## config.mk

```make
export PLATFORM = sky130hd
export DESIGN_NAME = buck_start_seq
export DESIGN_NICKNAME = d
export VERILOG_FILES = /design/src/rtl/bss_pkg.sv /design/src/rtl/bss_phase_fsm.sv /design/src/rtl/bss_sink_ramp.sv /design/src/rtl/bss_bst_refresh.sv /design/src/rtl/buck_start_seq.sv
export SDC_FILE = /design/constraint.sdc
export NUM_CORES = 1
export LEC_CHECK = 0
export CORE_AREA = 5 5 73 75
export CTS_CLUSTER_DIAMETER = 100
export DETAILED_ROUTE_END_ITERATION = 7
export DIE_AREA = 0 0 78 80
export PLACE_DENSITY = 0.52
export SYNTH_ARGS = -nofsm -noshare
export SYNTH_HDL_FRONTEND = slang
export SYNTH_HIERARCHICAL = 1
export SYNTH_SLANG_ARGS = --single-unit
```

## constraint.sdc

```tcl
create_clock -name clk -period 4 [get_ports clk]
set_input_delay 0.8 -clock clk [delete_from_list [all_inputs] [get_ports clk]]
set_output_delay 0.8 -clock clk [all_outputs]
set_load 0.02 [all_outputs]
```

## src/rtl/bss_pkg.sv

```systemverilog
// Shared types for the buck startup sequencer.
// Assumes a two-bit phase encoding that the switch-control logic decodes directly.
package bss_pkg;
    typedef enum logic [1:0] {
        PH_IDLE = 2'd0,
        PH_MONO = 2'd1,
        PH_FPWM = 2'd2,
        PH_SKIP = 2'd3
    } phase_t;

    typedef enum logic [1:0] {
        SEL_LOW  = 2'd0,
        SEL_MID  = 2'd1,
        SEL_HIGH = 2'd2,
        SEL_OPEN = 2'd3
    } msel_t;
endpackage

```

## src/rtl/bss_phase_fsm.sv

```systemverilog
// Phase state machine: picks the start style from the mode, holds switching off
// until feedback crosses soft-start, and times the good window before handover.
// Assumes all inputs are already synchronous to clk.
module bss_phase_fsm
    import bss_pkg::*;
#(
    parameter int GOOD_WAIT = 4096
) (
    input  logic       clk,
    input  logic       rst_n,
    input  logic       active_i,
    input  logic [1:0] mode_i,
    input  logic       cross_i,
    input  logic       good_i,
    output phase_t     phase_o,
    output logic       sw_on_o,
    output logic       start_o
);
    localparam int GW_W = (GOOD_WAIT > 1) ? $clog2(GOOD_WAIT) : 1;
    localparam logic [GW_W-1:0] GW_LAST = GW_W'(GOOD_WAIT - 1);

    phase_t          state;
    logic            sw_on;
    logic            start_q;
    logic [GW_W-1:0] good_cnt;
    phase_t          steady_pick;

    // Steady-mode target chosen from the present mode select
    always_comb steady_pick = (mode_i == SEL_HIGH) ? PH_SKIP : PH_FPWM;

    // Phase transitions, switching permission and good-window counting
    always_ff @(posedge clk) begin
        if (!rst_n || !active_i) begin
            state    <= PH_IDLE;
            sw_on    <= 1'b0;
            start_q  <= 1'b0;
            good_cnt <= '0;
        end else begin
            start_q <= 1'b0;
            case (state)
                PH_IDLE: begin
                    if (mode_i == SEL_LOW) begin
                        state   <= PH_FPWM;
                        sw_on   <= 1'b1;
                        start_q <= 1'b1;
                    end else begin
                        state <= PH_MONO;
                    end
                end
                PH_MONO: begin
                    if (!sw_on) begin
                        if (cross_i) begin
                            sw_on   <= 1'b1;
                            start_q <= 1'b1;
                        end
                    end else if (!good_i) begin
                        good_cnt <= '0;
                    end else if (good_cnt == GW_LAST) begin
                        good_cnt <= '0;
                        state    <= steady_pick;
                    end else begin
                        good_cnt <= good_cnt + 1'b1;
                    end
                end
                default: state <= steady_pick;
            endcase
        end
    end

    assign phase_o = state;
    assign sw_on_o = sw_on;
    assign start_o = start_q;

    AST_IDLE_ON_DROP: assert property (@(posedge clk) disable iff (!rst_n)
        !active_i |=> (state == PH_IDLE && !sw_on));
    AST_HOLD_OFF: assert property (@(posedge clk) disable iff (!rst_n)
        (state == PH_MONO && !sw_on && !cross_i) |=> !sw_on);
    AST_NO_EARLY_HANDOVER: assert property (@(posedge clk) disable iff (!rst_n)
        (state == PH_MONO && !good_i) |=> (state == PH_MONO || state == PH_IDLE));
    AST_STEADY_FOLLOWS_MODE: assert property (@(posedge clk) disable iff (!rst_n)
        (active_i && (state == PH_FPWM || state == PH_SKIP) && mode_i == SEL_HIGH)
        |=> state == PH_SKIP);
endmodule

```

## src/rtl/bss_sink_ramp.sv

```systemverilog
// Sink current limit ramp: steps the code up once every STEP_CYC edges while
// switching is allowed and saturates at the top code.
// Assumes sw_on_i rises exactly when switching starts.
module bss_sink_ramp #(
    parameter int STEP_CYC = 32,
    parameter int LIM_W    = 2
) (
    input  logic             clk,
    input  logic             rst_n,
    input  logic             active_i,
    input  logic             sw_on_i,
    output logic [LIM_W-1:0] lim_o
);
    localparam int ST_W = (STEP_CYC > 1) ? $clog2(STEP_CYC) : 1;
    localparam logic [ST_W-1:0]  ST_LAST = ST_W'(STEP_CYC - 1);
    localparam logic [LIM_W-1:0] LIM_TOP = {LIM_W{1'b1}};

    logic [ST_W-1:0]  step_cnt;
    logic [LIM_W-1:0] lim_q;

    // Step timer and saturating limit code
    always_ff @(posedge clk) begin
        if (!rst_n || !active_i || !sw_on_i) begin
            step_cnt <= '0;
            lim_q    <= '0;
        end else if (lim_q != LIM_TOP) begin
            if (step_cnt == ST_LAST) begin
                step_cnt <= '0;
                lim_q    <= lim_q + 1'b1;
            end else begin
                step_cnt <= step_cnt + 1'b1;
            end
        end
    end

    assign lim_o = lim_q;

    AST_LIM_SINGLE_STEP: assert property (@(posedge clk) disable iff (!rst_n)
        (active_i && sw_on_i) |=>
        (lim_q == $past(lim_q) || lim_q == $past(lim_q) + 1'b1));
    AST_LIM_CLEAR: assert property (@(posedge clk) disable iff (!rst_n)
        !active_i |=> lim_q == '0);
endmodule

```

## src/rtl/bss_bst_refresh.sv

```systemverilog
// Bootstrap refresh timer: in skip, counts edges with the high side idle and
// requests a one-cycle low-side pulse once the idle run passes IDLE_MAX.
// Assumes hs_on_i reflects the high-side gate of the current cycle.
module bss_bst_refresh #(
    parameter int IDLE_MAX = 8
) (
    input  logic clk,
    input  logic rst_n,
    input  logic active_i,
    input  logic skip_i,
    input  logic hs_on_i,
    output logic pulse_o
);
    localparam int ID_W = $clog2(IDLE_MAX + 1);
    localparam logic [ID_W-1:0] ID_TOP = ID_W'(IDLE_MAX);

    logic [ID_W-1:0] idle_cnt;
    logic            pulse_q;

    // Idle run counter and refresh pulse
    always_ff @(posedge clk) begin
        if (!rst_n || !active_i || !skip_i || hs_on_i) begin
            idle_cnt <= '0;
            pulse_q  <= 1'b0;
        end else if (idle_cnt == ID_TOP) begin
            idle_cnt <= '0;
            pulse_q  <= 1'b1;
        end else begin
            idle_cnt <= idle_cnt + 1'b1;
            pulse_q  <= 1'b0;
        end
    end

    assign pulse_o = pulse_q;

    AST_REFRESH_SINGLE: assert property (@(posedge clk) disable iff (!rst_n)
        pulse_q |=> !pulse_q);
    AST_NO_REFRESH_OUTSIDE_SKIP: assert property (@(posedge clk) disable iff (!rst_n)
        !skip_i |=> !pulse_q);
endmodule

```

## src/rtl/buck_start_seq.sv

```systemverilog
// Top of the buck startup sequencer. It ties together the phase machine, the
// sink limit ramp and the bootstrap refresh timer.
// Assumes synchronous, already-decoded inputs and a synchronous active-low reset.
module buck_start_seq
    import bss_pkg::*;
#(
    parameter int GOOD_WAIT    = 4096,
    parameter int RAMP_STEP    = 32,
    parameter int LIM_W        = 2,
    parameter int REFRESH_IDLE = 8
) (
    input  logic             clk,
    input  logic             rst_n,
    input  logic             en_i,
    input  logic             vdd_ok_i,
    input  logic             hot_i,
    input  logic [1:0]       mode_sel_i,
    input  logic             fb_cross_ss_i,
    input  logic             fb_good_i,
    input  logic             hs_on_i,
    output logic [1:0]       phase_o,
    output logic             sw_en_o,
    output logic [LIM_W-1:0] sink_lim_o,
    output logic             bst_refresh_o
);
    logic   active;
    phase_t phase;
    logic   sw_on;
    logic   start_pulse;
    logic   skip_pulse;

    // Run qualification from enable, supply and thermal flags
    always_comb active = en_i && vdd_ok_i && !hot_i;

    bss_phase_fsm #(.GOOD_WAIT(GOOD_WAIT)) u_fsm (
        .clk      (clk),
        .rst_n    (rst_n),
        .active_i (active),
        .mode_i   (mode_sel_i),
        .cross_i  (fb_cross_ss_i),
        .good_i   (fb_good_i),
        .phase_o  (phase),
        .sw_on_o  (sw_on),
        .start_o  (start_pulse)
    );

    bss_sink_ramp #(.STEP_CYC(RAMP_STEP), .LIM_W(LIM_W)) u_ramp (
        .clk      (clk),
        .rst_n    (rst_n),
        .active_i (active),
        .sw_on_i  (sw_on),
        .lim_o    (sink_lim_o)
    );

    bss_bst_refresh #(.IDLE_MAX(REFRESH_IDLE)) u_refresh (
        .clk      (clk),
        .rst_n    (rst_n),
        .active_i (active),
        .skip_i   (phase == PH_SKIP),
        .hs_on_i  (hs_on_i),
        .pulse_o  (skip_pulse)
    );

    // Output mapping
    always_comb begin
        phase_o       = phase;
        sw_en_o       = sw_on;
        bst_refresh_o = start_pulse || skip_pulse;
    end

    AST_START_LOW_SIDE: assert property (@(posedge clk) disable iff (!rst_n)
        (!sw_on && active) |=> (sw_on == bst_refresh_o) || !sw_on);
endmodule

```

# --- After elaboration in Yosys (flattened, before gate mapping) ---
# Index checks and enable logic that the tools add are counted.
classes:
  mux: 17
  n_reduce_logical: 20
  n_addsub: 4
  eq_ne: 11
ops:
  columns: ["operator", "n"]
  rows:
  - ["two-way mux 12 bit", 2]
  - ["adder 12 x 1 -> 12 bit (second input constant)", 1]
  - ["equality test 12 bit (second input constant)", 1]
  - ["two-way mux 2 bit", 4]
  - ["two-way mux 1 bit", 7]
  - ["!= test 2 x 1 -> 1 bit (second input constant)", 3]
  - ["AND reduction 2 bit", 3]
  - ["adder 5 x 1 -> 5 bit (second input constant)", 1]
  - ["equality test 5 bit (second input constant)", 1]
  - ["logical NOT 1 bit", 5]
  - ["logical OR 1 bit", 5]
  - ["two-way mux 5 bit", 1]
  - ["adder 4 x 1 -> 4 bit (second input constant)", 1]
  - ["equality test 2 bit (second input constant)", 2]
  - ["equality test 4 bit (second input constant)", 1]
  - ["logical NOT 2 bit", 2]
  - ["!= test 2 bit (second input constant)", 2]
  - ["case mux 1 bit (2 select lines)", 2]
  - ["case mux 2 bit (2 select lines)", 1]
  - ["AND reduction 3 bit", 1]
  - ["adder 2 x 1 -> 2 bit (second input constant)", 1]
  - ["equality test 2 x 1 -> 1 bit (second input constant)", 1]
  - ["logical AND 1 bit", 2]
  - ["nonzero test 2 bit", 1]
  - ["OR reduction 2 bit", 1]
totals:
  register_bits: 28
  inputBits: 10
  elab_cells: 60
  output_inout_bits: 6

# --- Logic depth before layout (Yosys ltp) ---
# Gate-level depths: netlist of the first run.
depth:
  ltp_word: 7
  depth_mapped: 6
  ltp_nobuf: 6

# --- Cells and area by module ---
# The synthesis of the first run kept the hierarchy.
by_module_without_submodules:
  columns: ["module", "seq_area_each_um2", "instances", "cells_each", "area_each_um2"]
  rows:
  - ["bss_phase_fsm", 320.3, 1, 86, 752.0]
  - ["bss_sink_ramp", 140.1, 1, 36, 344.1]
  - ["bss_bst_refresh", 100.1, 1, 22, 217.7]
  - ["buck_start_seq", 0.0, 1, 3, 21.3]

# --- Worst setup path before layout of the first run ---
# OpenSTA, ideal clock, no wires.
synth_path:
  path_type: "reg-to-reg"
  start: "register u_fsm.sw_on (netlist: u_fsm/sw_on_o)"
  end: "register u_fsm.good_cnt[11]"
  arrival_ns: 1.774
  t_required_ns: 3.932
  period_less_slack_ns: 1.842
  path_stages_with_launch: 5
  n_path_buf: 0
  slack_ns: 2.158
  setup_time_ns: 0.068
  cell_sequence: "dfxtp_1 -> nand3b_4 -> or3_4 -> or4_4 -> a21oi_2"
synth_between:
  elab_chain_cells: 1
synth_rtl:
  columns: ["element", "line", "source"]
  rows:
  - ["start: declaration", "bss_phase_fsm.sv:23", "logic sw_on;"]
  - ["start signal: assignment", "bss_phase_fsm.sv:35", "sw_on <= 1'b0;"]
  - ["start signal: assignment", "bss_phase_fsm.sv:44", "sw_on <= 1'b1;"]
  - ["start signal: assignment", "bss_phase_fsm.sv:53", "sw_on <= 1'b1;"]
  - ["AND reduction 2 bit (no source line)", null, null]
  - ["end signal: assignment", "bss_phase_fsm.sv:62", "good_cnt <= good_cnt + 1'b1;"]
  - ["end: declaration", "bss_phase_fsm.sv:25", "logic [GW_W-1:0] good_cnt;"]
# Every way passes these cells.
# A chain may end at the register's enable or synchronous reset.

# --- Worst setup path in the final report of the first run ---
layout_path:
  start: "register u_fsm.state[0] (netlist: u_fsm/phase_o[0])"
  end: "output phase_o[0]"
layout_rtl:
  columns: ["element", "line", "source"]
  rows:
  - ["start: declaration", "bss_phase_fsm.sv:22", "phase_t state;"]
  - ["start signal: assignment", "bss_phase_fsm.sv:60", "state <= steady_pick;"]
  - ["start signal: assignment", "bss_phase_fsm.sv:65", "default: state <= steady_pick;"]
  - ["end: declaration", "buck_start_seq.sv:21", "output logic [1:0] phase_o,"]
# No word-level cell between the ends.

==> results of run 1 <==
per-layer routing:
| metal | share of wire | routed length, µm | GRT usage |
|---|---|---|---|
| met5 | 0 | 0 | 0 |
| met4 | 0.0070 | 19 | 0.0203 |
| met3 | 0.040 | 108 | 0.0316 |
| met2 | 0.49 | 1330 | 0.156 |
| met1 | 0.46 | 1250 | 0.105 |
placed cells by master (no fill, tap or decap), types with 2 or more instances in the layout:
master           count
dfxtp_1             28
nor2_1              25
clkdlybuf4s50_1     15
nand2_1             11
xnor2_1              9
ha_1                 7
nand3_1              6
nor3_1               6
a21oi_1              6
o21ai_0              5
clkbuf_8             3
nand4b_1             3
nor4_1               3
inv_1                3
and2_1               2
or4_4                2
xor2_1               2
a22oi_1              2
nand3b_1             2
a31oi_1              2
mux2i_1              2
power by group through the flow:
stage,combinational (W),sequential [W],clock [W]
floorplan,0.00000610,0.000287,0
global placement,0.0000193,0.000287,0
detailed placement,0.0000193,0.000287,0
CTS,0.0000193,0.000281,0.000232
global route,0.0000207,0.000281,0.000243
finish,0.0000191,0.000280,0.000221
final cells by class:
cell class                 instances  area, µm²  area share
clock inverter                     1       30.0      0.0186
multi-input combinational        115        752       0.466
tap                               54       67.6      0.0419
inverter                           3       11.3     0.00698
sequential                        28        561       0.348
clock buffer                       3       41.3      0.0256
timing repair buffer              15        150      0.0931
sequential cells by signal, summed over array words and instances, names as in the netlist:
signal and flops:
u_refresh/idle_cnt 4, u_ramp/lim_o 2, u_fsm/start_o 1, u_fsm/phase_o 2, u_ramp/step_cnt 5, u_fsm/good_cnt 12
u_refresh/pulse_o 1, u_fsm/sw_on_o 1
per-stage QoR:
| stage | util | cells |
|---|---|---|
| after CTS | 0.351 | 219 |
| after detailed placement | 0.335 | 215 |
| after global routing | 0.351 | 219 |
| final | 0.351 | 219 |
| after floorplan | - | 147 |
| after global placement | 0.335 | 215 |
cell families after synthesis:
kind of cell             Yosys count  share of synthesized area
AO/OA/AOI/OAI                     21                      0.102
XOR/XNOR                          11                     0.0722
adder cells (fa/ha/maj)            7                     0.0656
buffers and inverters              4                     0.0169
flip-flops                        28                      0.420
multiplexers                       2                     0.0150
AND/OR/NAND/NOR                   74                      0.308
worst paths after layout:
check                     endpoint  slack [ns]
max                     phase_o[0]        1.73
min          u_refresh/idle_cnt[0]        0.49
max reg2reg     u_fsm/good_cnt[10]        2.06
min reg2reg  u_refresh/idle_cnt[0]        0.49
==> metrics.cfg, run 1 <==
[layout]
diodes = 0
syn_to_final_growth_pct = 20.8
design_area_um2 = 1610
drive_above_1_share = 0.0667
final.fill_count = 465
nNetsFinal = 183

[floorplanning]
initial_core_util = 0.290
die-width_um = 78
design.portCount = 16
rows = 25
design.die.area_um2 = 6240
core_um2 = 4600
die_h_um = 80

[power_and_ir_drop]
power.leakage_nw = 0.551
cell_internal_pwr_w = 0.000425
peakVddDrop_mv = 0.156
power.switching_fraction = 0.184
comb_power_share = 0.037
share_seq_of_total_power = 0.538
clkPwrFrac = 0.425
powerDensity_nw_per_um2 = 323
p_total_w = 0.000521
switchingPower_w = 0.0000960

[critical_path]
setup.worst_path.start_class = register
critical_path_depth = 1
cpLargestDelayFamily = buffers and inverters
crit_arrival_ns = 1.47
r2r-start = u_fsm/good_cnt[2]
wp_buf_inv = 1
cp.required_ns = 3.20
endpoint_class_of_the_critical_path = output pin
rr_worst_depth = 4
path_cells = clkdlybuf4s50_1
crit_start = u_fsm/phase_o[0]
crit_path_max_fanout = 9
critical-path-slowest-cell = clkdlybuf4s50_1
path_class = reg2out
cp_slowest_stage_delay_ns = 0.68

[synth]
ys_top_cells_by_count = dfxtp_1, nor2_1, nand2_1
postSynthAreaPerCell_um2 = 9.08
post_synth_inst_count = 147
synth.most_common_cell = dfxtp_1
yosysUniqueCellTypes = 40
ys_async_sr_fraction = 0
number_of_warnings_issued_by_yosys = 6
synth_area_um2 = 1340
ys_top_cells_by_area = dfxtp_1, nor2_1, ha_1, xnor2_1, nand2_1
synth.ff_latch_count = 28
ys_dominant_reg_cell = dfxtp_1
synthesis.nets = 164
synthDominantAreaCellType = dfxtp_1
synth.yosys.seq_area_share = 0.420
yosysTopAreaCellShare = 0.420
synth_edf_count = 0

[timing]
timing.slew.headroom = 0.675
unrepaired_setup_endpoints_after_global_routing = false
worst_clock_skew_ns = 0.00966
min_setup_slack_post_route_ns = 1.73
min_period_over_period = 0.569
timing.final.hold_violations = 0
fin_crit_ns = 2.27
finalSetupViolCount = 0
fin_setup_tns_ns = 0
fmax_mhz = 440
worst-slew-pin-transition_ns = 0.485
hold_slack_ns = 0.487
final_max_slew_viol_count = 0

[cts]
cts-buffers-inserted = 3
clkSinkCount = 28
cts_max_path_buffers = 2
cts_tree = done
cts.clk_slew.worst_paths_ns = 0.10
cts.htree.levels = 1
cts.repair.resized = 0
clkLatencyLatePin_ns = 0.27
clk_root_buffer_cell = clkbuf_8
postCtsHoldBufs = 0
cts_post_setup_buffers_inserted = 0

[grt]
aggregate_global_routing_overflow = 0
antenna_found_initial = 0
first_global_vias = 1062
grt_start_max_net_pins = 17
groute.usage.overall = 0.0894
first_pass_grt_wire_length_um = 4580

[outcome]
status = finished, final reports clean

[detailed_routing]
drt_first_iter_violations = 21
post_drt_via_cell_ratio = 4.94
firstDrtPassIters = 4
drt.antenna.violating_nets = 0
vias = 1082
routedWlPerCell_um = 12.4
detail_route.drc_violations = 0
finalWirelength_um = 2710

[place]
dpl_worst_slack_ns = 1.63
placement.io_buffers = 15
place_congestion = 0.833
dp_hpwl_um = 2060
placedInstanceArea_um2 = 1540

[flow_run]
drv.max_cap_violation_count = 0

[min_path]
whs_path_depth = 1
hold_class = reg2reg
timing.hold.worst.start = u_refresh/idle_cnt[0]

Note: power is estimated with default switching activity, not from simulation.
==> run 2, diff against run 1 <==
Clock period 4 ns to 2.2 ns, I/O delays scaled along.
==> metrics.cfg, run 2 (synthesized netlist as in run 1, its figures left out) <==
[critical_path]
crit_arrival_ns = 2.11  ; was 1.47 ns
cp_slowest_stage_delay_ns = 0.62  ; was 0.68 ns
cpLargestDelayFamily = simple AND/OR/NAND/NOR gates  ; was buffers and inverters
wp_buf_inv = 0  ; was 1
cp.required_ns = 2.34  ; was 3.20 ns
crit_path_max_fanout = 9  ; unchanged
critical-path-slowest-cell = or4_4  ; was clkdlybuf4s50_1
endpoint_class_of_the_critical_path = register  ; was output pin
path_class = reg2reg  ; was reg2out
path_cells = nand3_1 > or4_4 > a31oi_2 > nor2_1  ; was clkdlybuf4s50_1
setup.worst_path.start_class = register  ; unchanged

[outcome]
status = finished, final reports clean  ; unchanged

[timing]
worst-slew-pin-transition_ns = 0.515  ; was 0.485 ns
fin_setup_tns_ns = 0  ; unchanged
fmax_mhz = 509
finalSetupViolCount = 0  ; unchanged
timing.slew.headroom = 0.655  ; was 0.675
fin_crit_ns = 1.97
min_period_over_period = 0.893
timing.final.hold_violations = 0  ; unchanged
final_max_slew_viol_count = 0  ; unchanged
unrepaired_setup_endpoints_after_global_routing = false  ; unchanged
worst_clock_skew_ns = 0.0108  ; was 0.00966 ns

[cts]
cts.clk_slew.worst_paths_ns = 0.08  ; was 0.10 ns
cts_post_setup_buffers_inserted = 0  ; unchanged
cts-buffers-inserted = 3  ; unchanged
postCtsHoldBufs = 0  ; unchanged
cts_max_path_buffers = 2  ; unchanged
clk_root_buffer_cell = clkbuf_8  ; unchanged
cts.htree.levels = 1  ; unchanged
cts.repair.resized = 0  ; unchanged
clkLatencyLatePin_ns = 0.27  ; about the same
clkSinkCount = 28  ; unchanged
cts_tree = done  ; unchanged

[detailed_routing]
drt_first_iter_violations = 37  ; was 21
finalWirelength_um = 2640  ; was 2710 µm
post_drt_via_cell_ratio = 4.85  ; was 4.94
drt.antenna.violating_nets = 0  ; unchanged
vias = 1068  ; was 1082
detail_route.drc_violations = 0  ; unchanged
routedWlPerCell_um = 12.0  ; was 12.4 µm
firstDrtPassIters = 4  ; unchanged

[power_and_ir_drop]
comb_power_share = 0.038  ; was 0.037
powerDensity_nw_per_um2 = 581  ; was 323 nW/µm²
power.switching_fraction = 0.179  ; was 0.184
cell_internal_pwr_w = 0.000772  ; was 0.000425 W
switchingPower_w = 0.000169  ; was 0.0000960 W
power.leakage_nw = 0.556  ; was 0.551 nW
peakVddDrop_mv = 0.373  ; was 0.156 mV
clkPwrFrac = 0.421  ; was 0.425
share_seq_of_total_power = 0.541  ; was 0.538

[layout]
mostFrequentLayoutCells = dfxtp_1, nor2_1, clkdlybuf4s50_1, nand2_1, xnor2_1  ; unchanged
design_area_um2 = 1620  ; was 1610 µm²
final.fill_count = 479  ; was 465
biggestRegsByFlops = u_fsm/good_cnt x12, u_ramp/step_cnt x5, u_refresh/idle_cnt x4  ; unchanged
syn_to_final_growth_pct = 21.4  ; was 20.8%
largest_register_ffs = 12  ; unchanged
regMostFlops = u_fsm/good_cnt  ; unchanged
multi_input_area_um2 = 752  ; unchanged
diodes = 0  ; unchanged
drive_above_1_share = 0.0723  ; was 0.0667
layout_commonest_cell = dfxtp_1  ; unchanged
nNetsFinal = 184  ; was 183
regArea_um2 = 561  ; unchanged

[floorplanning]
die-width_um = 78  ; unchanged
design.die.area_um2 = 6240  ; unchanged
rows = 25  ; unchanged
die_h_um = 80  ; unchanged
design.portCount = 16  ; unchanged
initial_core_util = 0.290  ; unchanged
core_um2 = 4600  ; unchanged

[place]
dp_hpwl_um = 2000  ; was 2060 µm
place_congestion = 0.854  ; was 0.833
placement.io_buffers = 15  ; unchanged
placedInstanceArea_um2 = 1550  ; was 1540 µm²

[grt]
groute.usage.overall = 0.0887  ; was 0.0894
first_pass_grt_wire_length_um = 4550  ; was 4580 µm
grt_start_max_net_pins = 17  ; unchanged
first_global_vias = 1043  ; was 1062
aggregate_global_routing_overflow = 0  ; unchanged
antenna_found_initial = 0  ; unchanged

[flow_run]
drv.max_cap_violation_count = 0  ; unchanged

[min_path]
hold_class = reg2reg  ; unchanged

## run 2: path summary, 6_finish.rpt
kind	cells past startpoint	slack (ns)	to	startpoint
setup / recovery	4	0.23	u_fsm/good_cnt[3]	u_fsm/good_cnt[2]
hold / removal	2	0.50	u_fsm/good_cnt[11]	u_fsm/good_cnt[11]
setup reg to reg	4	0.23	u_fsm/good_cnt[3]	u_fsm/good_cnt[2]
hold reg to reg	2	0.50	u_fsm/good_cnt[11]	u_fsm/good_cnt[11]
## run 2: tightest hold or removal path: cells and delay by family (launching register included)
kind / cells / cell delay (ns)
AO/OA/AOI/OAI: 2 / 0.13
flip-flops: 1 / 0.33
## run 2: cell type report
type                       count  share of cell area
multi-input combinational    115               0.464
sequential                    28               0.346
timing repair buffer          16              0.0973
tap                           54              0.0417
clock buffer                   3              0.0255
clock inverter                 1              0.0185
inverter                       3             0.00695
## run 2: per-layer routing
| metal | part of all wire | GRT usage |
|---|---|---|
| met5 | 0 | 0 |
| met4 | 0 | 0.0186 |
| met3 | 0.038 | 0.0282 |
| met2 | 0.47 | 0.151 |
| met1 | 0.49 | 0.109 |
## run 2: metrics by stage
step | hold slack (ns) | std cells | power [W] | utilization | setup WS, ns
floorplan | 0.454 | 147 | 0.000533 | - | 0.358
global placement | 0.474 | 216 | 0.000557 | 0.337 | 0.238
detailed placement | 0.488 | 216 | 0.000557 | 0.337 | 0.173
CTS | 0.502 | 220 | 0.000964 | 0.352 | 0.225
global route | 0.514 | 220 | 0.000984 | 0.352 | 0.0551
finish | 0.499 | 220 | 0.000941 | 0.352 | 0.235
## run 2: power by group through the flow
stage / Sequential [W] / Combinational (W) / Clock (W)
final: 0.000509 / 0.0000359 / 0.000396
after floorplan: 0.000522 / 0.0000111 / 0
after global routing: 0.000510 / 0.0000384 / 0.000435
after global placement: 0.000521 / 0.0000359 / 0
after CTS: 0.000510 / 0.0000362 / 0.000418
after detailed placement: 0.000521 / 0.0000360 / 0
==> run 3, diff against run 2 <==
Settings changed: GPL_TIMING_DRIVEN set to 0.
==> metrics.cfg, run 3 (synthesized netlist as in run 1, its figures left out) <==
[outcome]
status = finished, final reports clean  ; unchanged

[place]
placement.io_buffers = 15  ; unchanged
place.detailed.instances = 216  ; unchanged
dp_hpwl_um = 2040  ; was 2000 µm
place_congestion = 0.826  ; was 0.854

[cts]
cts_max_path_buffers = 2  ; unchanged
clk_root_buffer_cell = clkbuf_8  ; unchanged
clkLatencyLatePin_ns = 0.27  ; about the same
cts.clk_slew.worst_paths_ns = 0.09  ; was 0.08 ns
cts.htree.levels = 1  ; unchanged
cts.repair.resized = 0  ; unchanged
clkSinkCount = 28  ; unchanged
cts_tree = done  ; unchanged
postCtsHoldBufs = 0  ; unchanged
cts-buffers-inserted = 3  ; unchanged
cts_post_setup_buffers_inserted = 0  ; unchanged

[timing]
worst_clock_skew_ns = 0.00242  ; was 0.0108 ns
min_period_over_period = 0.901  ; was 0.893
fmax_mhz = 504  ; was 509 MHz
final_max_slew_viol_count = 0  ; unchanged
timing.final.hold_violations = 0  ; unchanged
fin_crit_ns = 1.98  ; was 1.97 ns
finalSetupViolCount = 0  ; unchanged
hold_slack_ns = 0.497  ; was 0.499 ns
timing.slew.headroom = 0.643  ; was 0.655
worst-slew-pin-transition_ns = 0.533  ; was 0.515 ns
unrepaired_setup_endpoints_after_global_routing = false  ; unchanged
fin_setup_tns_ns = 0  ; unchanged

[layout]
regMostFlops = u_fsm/good_cnt  ; unchanged
mostFrequentLayoutCells = dfxtp_1, nor2_1, clkdlybuf4s50_1, nand2_1, xnor2_1  ; unchanged
post_layout_nonfiller_instances = 220  ; unchanged
syn_to_final_growth_pct = 20.4  ; was 21.4%
drive_above_1_share = 0.0723  ; unchanged
biggestRegsByFlops = u_fsm/good_cnt x12, u_ramp/step_cnt x5, u_refresh/idle_cnt x4  ; unchanged
layout_commonest_cell = dfxtp_1  ; unchanged
diodes = 0  ; unchanged
nNetsFinal = 184  ; unchanged
regArea_um2 = 561  ; unchanged
largest_register_ffs = 12  ; unchanged
multi_input_area_um2 = 752  ; unchanged
final.fill_count = 472  ; was 479

[floorplanning]
design.portCount = 16  ; unchanged
initial_core_util = 0.290  ; unchanged
design.die.area_um2 = 6240  ; unchanged
core_um2 = 4600  ; unchanged
die_h_um = 80  ; unchanged
die-width_um = 78  ; unchanged
rows = 25  ; unchanged

[grt]
aggregate_global_routing_overflow = 0  ; unchanged
grt_start_max_net_pins = 16  ; was 17
groute.usage.overall = 0.0895  ; was 0.0887
antenna_found_initial = 0  ; unchanged
first_global_vias = 1057  ; was 1043
first_pass_grt_wire_length_um = 4660  ; was 4550 µm

[critical_path]
setup.worst_path.start_class = register  ; unchanged
cp_slowest_stage_delay_ns = 0.62  ; about the same
crit_path_max_fanout = 9  ; unchanged
endpoint_class_of_the_critical_path = register  ; unchanged
critical-path-slowest-cell = or4_4  ; unchanged
path_class = reg2reg  ; unchanged
cp.required_ns = 2.35  ; was 2.34 ns
rrSetupSlack_ns = 0.22  ; was 0.23 ns
crit_arrival_ns = 2.13  ; was 2.11 ns
path_cells = nand3_1 > or4_4 > a31oi_2 > nor2_1  ; unchanged

[detailed_routing]
drt_first_iter_violations = 42  ; was 37
post_drt_via_cell_ratio = 5.09  ; was 4.85
routedWlPerCell_um = 12.2  ; was 12.0 µm
finalWirelength_um = 2690  ; was 2640 µm
drt.antenna.violating_nets = 0  ; unchanged
firstDrtPassIters = 4  ; unchanged
detail_route.drc_violations = 0  ; unchanged
vias = 1120  ; was 1068

[flow_run]
drv.max_cap_violation_count = 0  ; unchanged

[power_and_ir_drop]
powerDensity_nw_per_um2 = 534  ; was 581 nW/µm²
power.leakage_nw = 0.550  ; was 0.556 nW
peakVddDrop_mv = 0.394  ; was 0.373 mV

[min_path]
hold_class = reg2reg  ; unchanged

[run 3: cell count changes in the layout (fill, tap and decap cells not counted)]
cell       delta
buf_4         -1
clkbuf_8      +1
buf_6         +1
bufinv_16     -1
[run 3: per-layer routing]
| layer | part of all wire | wire, µm | GRT usage |
|---|---|---|---|
| met1 | 0.45 | 1200 | 0.111 |
| met2 | 0.49 | 1310 | 0.146 |
| met3 | 0.055 | 148 | 0.0339 |
| met4 | 0.0078 | 21 | 0.0220 |
| met5 | 0 | 0 | 0 |
[run 3: worst max-delay path, delay by kind of cell (launching register included)]
family	cells	cell delay, ns
DFF	1	0.40
and+or+nand+nor	3	0.95
AOI/OAI and AO/OA	1	0.50
[run 3: final timing paths]
path                         startpoint                    end  cells past startpoint
setup reg to reg      u_fsm/good_cnt[2]     u_fsm/good_cnt[10]                      4
setup / recovery      u_fsm/good_cnt[2]     u_fsm/good_cnt[10]                      4
hold reg to reg   u_refresh/idle_cnt[0]  u_refresh/idle_cnt[0]                      1
hold / removal    u_refresh/idle_cnt[0]  u_refresh/idle_cnt[0]                      1
[run 3: final cells by class]
class	instances	area share
Multi-Input combinational cell	115	0.468
Buffer	1	0.00700
Clock buffer	4	0.0342
Inverter	3	0.00700
Timing Repair Buffer	15	0.0934
Sequential cell	28	0.349
Tap cell	54	0.0420
[run 3: metrics by stage]
| stage | cell area, µm² | setup slack, ns | util | total power, W |
|---|---|---|---|---|
| 6_report | 1610 | 0.217 | 0.350 | 0.000859 |
| 5_1_grt | 1610 | 0.0717 | 0.350 | 0.000901 |
| 4_1_cts | 1610 | 0.237 | 0.350 | 0.000876 |
| 3_5_place_dp | 1550 | 0.173 | 0.338 | 0.000557 |
| 3_3_place_gp | 1550 | 0.193 | 0.338 | 0.000556 |
| 2_1_floorplan | 1340 | 0.358 | - | 0.000533 |
[run 3: power breakdown]
group / internal, W / leakage [nW] / switching [W]
logic: 0.0000211 / 0.295 / 0.0000140
clock network: 0.000160 / 0.0288 / 0.000154
registers: 0.000507 / 0.226 / 0.00000226
